`config.mk`:
```
export PLATFORM = sky130hd
export DESIGN_NAME = prio_class_mapper
export DESIGN_NICKNAME = d
export VERILOG_FILES = /design/src/rtl/prio_map_pkg.sv /design/src/rtl/class_target_gen.sv /design/src/rtl/prio_lane_cell.sv /design/src/rtl/prio_class_mapper.sv
export SDC_FILE = /design/constraint.sdc
export NUM_CORES = 1
export LEC_CHECK = 0
export CORE_UTILIZATION = 45
export CTS_CLUSTER_SIZE = 40
export DETAILED_ROUTE_END_ITERATION = 8
export DONT_BUFFER_PORTS = 1
export SLEW_MARGIN = 20
export SYNTH_ARGS = -nofsm -noshare
export SYNTH_HDL_FRONTEND = slang
export SYNTH_SLANG_ARGS = --single-unit
```
`constraint.sdc`:
```
create_clock -name clk -period 1.4 [get_ports clk]
set_input_delay 0.14 -clock clk [delete_from_list [all_inputs] [get_ports clk]]
set_output_delay 0.14 -clock clk [all_outputs]
set_load 0.1 [all_outputs]
```
`src/rtl/prio_map_pkg.sv`:
```
package prio_map_pkg;
  localparam int unsigned NUM_PRIO_DEF = 8;

  typedef enum logic {
    CLASS_EXPRESS = 1'b0,
    CLASS_PREEMPT = 1'b1
  } class_e;
endpackage

```
`src/rtl/class_target_gen.sv`:
```
module class_target_gen #(
  parameter int unsigned NUM_PRIO = 8
) (
  input  logic [NUM_PRIO-1:0] req_mask,
  input  logic                verified,
  output logic [NUM_PRIO-1:0] target
);
  // Without confirmed preemption every priority aims at express.
  always_comb begin
    for (int i = 0; i < NUM_PRIO; i++) begin
      target[i] = verified ? req_mask[i] : prio_map_pkg::CLASS_EXPRESS;
    end
  end
endmodule

```
`src/rtl/prio_lane_cell.sv`:
```
module prio_lane_cell (
  input  logic clk,
  input  logic rst,
  input  logic target,
  input  logic empty,
  output logic applied,
  output logic waiting
);
  logic differs;
  logic commit;

  assign differs = (target != applied);
  assign commit  = differs && empty;

  always_ff @(posedge clk) begin
    if (rst) begin
      applied <= 1'b0;
      waiting <= 1'b0;
    end else begin
      if (commit) begin
        applied <= target;
      end
      waiting <= differs && !empty;
    end
  end
endmodule

```
`src/rtl/prio_class_mapper.sv`:
```
module prio_class_mapper #(
  parameter int unsigned NUM_PRIO = prio_map_pkg::NUM_PRIO_DEF
) (
  input  logic                clk,
  input  logic                rst,
  input  logic [NUM_PRIO-1:0] req_mask,
  input  logic                verified,
  input  logic [NUM_PRIO-1:0] queue_empty,
  output logic [NUM_PRIO-1:0] class_map,
  output logic [NUM_PRIO-1:0] pend
);
  logic [NUM_PRIO-1:0] target;

  class_target_gen #(.NUM_PRIO(NUM_PRIO)) u_tgt (
    .req_mask (req_mask),
    .verified (verified),
    .target   (target)
  );

  for (genvar g = 0; g < NUM_PRIO; g++) begin : g_lane
    prio_lane_cell u_cell (
      .clk     (clk),
      .rst     (rst),
      .target  (target[g]),
      .empty   (queue_empty[g]),
      .applied (class_map[g]),
      .waiting (pend[g])
    );
  end
endmodule

```
==> summary.txt <==
Core box area: 1750 µm²
Synth Register Bits: 16
Clk sinks: 16
Critical path depth in cells: 2
Netlist cell types: 10
Crit path max-delay family: buffers and inverters
Vias: 604
I/O Pins: 35
Layout Utilization: 57.3%
Post-Synthesis Cells: 84
H-tree Lvls: 1
# diodes: 0
Commonest non-fill, non-tap cell in the layout: dfxtp_1
Slowest stage delay, CP: 1.02 ns
Share of cells above drive strength 1: 37.2%
Worst Hold End: g_lane[6].u_cell.applied
Crit share post-route: 80.6%
Sequential share of the synthesized area: 37.9%
Critical path endpoint category: flop
Average wire per standard cell: 12.2 µm
Peak supply drop: 0.505 mV
Worst clock skew: 0.00442 ns
Arr. time, crit path: 1.26 ns
Worst-path fanout max: 16
Syn-to-layout area delta: 18.2%
Reg area: 320 µm²
Worst R2R End: g_lane[0].u_cell.waiting
Post-Syn Nets: 103
Reg clk slew, reported paths: 0.09 ns
Vias per cell: 5.08
DP Wirelength: 877 µm
Initial DRC Count: 9
Slowest-stage cell, CP: dlygate4sd3_1
MaxCap Viol Count: 0
DR pass1 iterations: 4
Clk_lat worst skew: 0.27 ns
Die Ht: 45.4 µm
WP data required: 1.53 ns
R2R setup slack: 0.53 ns
Cts repair resizes: 0
Mean Syn Cell Area: 10.1 µm²
Num CTS Buffers: 3
Nets@finish: 115
CP startpoint kind: primary input
RSZ-0062 raised after global routing: false
Worst Min Path Start: verified
Initial antenna violation count: 0
Horiz. Die Dim: 45.4 µm
Final setup viols: 0
Max clock buf depth: 2
TritonCTS clock tree: built
Ys Warns: 0
Endpoints failing hold: 0
Detail Route Antenna Nets: 0
Tightest Pin Transition: 0.757 ns
Row count: 15
Power per standard cell area: 953 nW/µm²
Fin crit period: 1.13 ns
Dpl cells: 105
Post-Layout Cell Count: 119
FMAX: 887 MHz
Crit-path cells: dlygate4sd3_1 -> a211oi_2
Outcome: complete, no violations
CP Buf/Inv Count: 1
DIE AREA: 2060 µm²
TNS Setup: 0 ns
Leakage power total: 0.366 nW
Max Slew Vio Count: 0
Slew HR: 49.4%
Total track usage: 14.6%
Root Driver: clkbuf_4
FILL cells: 167
WHS Path Cells: 2
Crit path kind: primary input to flop
Hold Path Class: primary input to flop
I/O Buffers: 0
Setup WS pre-CTS: 0.546 ns
First-pass GRT wire length: 2090 µm
Cell area after synthesis: 846 µm²
Worst Reg-to-Reg Cells: 2
Remaining global-route overflow: 0
RePlAce Congestion: 0.542
Largest net degree at the start of global routing: 23
Worst r2r src: g_lane[0].u_cell.applied
Area of the multi-input gates: 370 µm²
DRC Markers: 0
Most frequent cells in the layout: dfxtp_1 (16), buf_4 (14), dlygate4sd3_1 (11)
Starting Density: 48.5%
Setup ws final: 0.272 ns
Vias in the first global route: 525
Final WL: 1450 µm
==> logic make-up after synthesis <==
family / Yosys count / synth area share, %
flip-flops: 16 / 37.9
AO/OA/AOI/OAI: 24 / 26.0
buffers and inverters: 20 / 18.3
AND/OR/NAND/NOR: 24 / 17.8
==> power by group <==
part           switching (mW)  total (mW)  internal, mW
registers             0.00919       0.481         0.472
clock network           0.136       0.235        0.0994
logic                   0.159       0.237        0.0775
total                   0.304       0.953         0.649
==> sequential cells by signal, indices dropped and copies added, names as in the netlist <==
| signal | flops |
|---|---|
| g_lane.u_cell.applied | 8 |
| g_lane.u_cell.waiting | 8 |
==> stage by stage <==
step / power [mW] / hold WS [ns] / cell area, µm²
2_1_floorplan: 0.699 / 0.205 / 846
3_3_place_gp: 0.689 / 0.206 / 867
3_5_place_dp: 0.691 / 0.208 / 867
4_1_cts: 0.964 / 0.000340 / 1000
5_1_grt: 0.993 / 0.00239 / 1000
6_report: 0.953 / 0.00994 / 1000
==> synth_stat cells, drive strengths merged <==
cell    count  area [µm²]
buf        19         150
dfxtp      16         320
a211oi      8         100
a21bo       8        80.1
a21oi       8        40.0
nand2b      8        50.1
nand3       8        40.0
nand3b      8        60.1
clkbuf      1        5.00
==> per-layer routing <==
metal	wire (µm)	global-route usage, %	up-vias	share of wire (%)
li1	-	-	302	-
met1	676	17.9	279	47
met2	666	23.2	21	46
met3	88	4.00	2	6.1
met4	13	7.27	0	0.90
met5	0	0	-	0
==> area by class of cell <==
type	count	area share, %
Clock buffer	3	2.25
Multi-Input combinational cell	48	37.0
Sequential cell	16	32.0
Tap cell	25	3.13
Timing Repair Buffer	27	25.5
==> how the worst max path moves through the flow <==
stage                                  start                  endpoint  slack, ns
global placement    g_lane[0].u_cell.applied  g_lane[0].u_cell.waiting       0.57
floorplan           g_lane[0].u_cell.applied  g_lane[0].u_cell.waiting       0.63
CTS                                      rst  g_lane[0].u_cell.waiting       0.27
detailed placement  g_lane[0].u_cell.applied  g_lane[0].u_cell.waiting       0.55
finish                                   rst  g_lane[1].u_cell.waiting       0.27
global route                             rst  g_lane[2].u_cell.applied       0.23
==> timing repair <==
item,4_1_cts,5_1_grt
endpoints found under the hold margin,16,0
setup endpoints to repair,0,0
hold buffers,11,0
buffers inserted,0,0
Note: power is estimated with default switching activity, not from simulation.
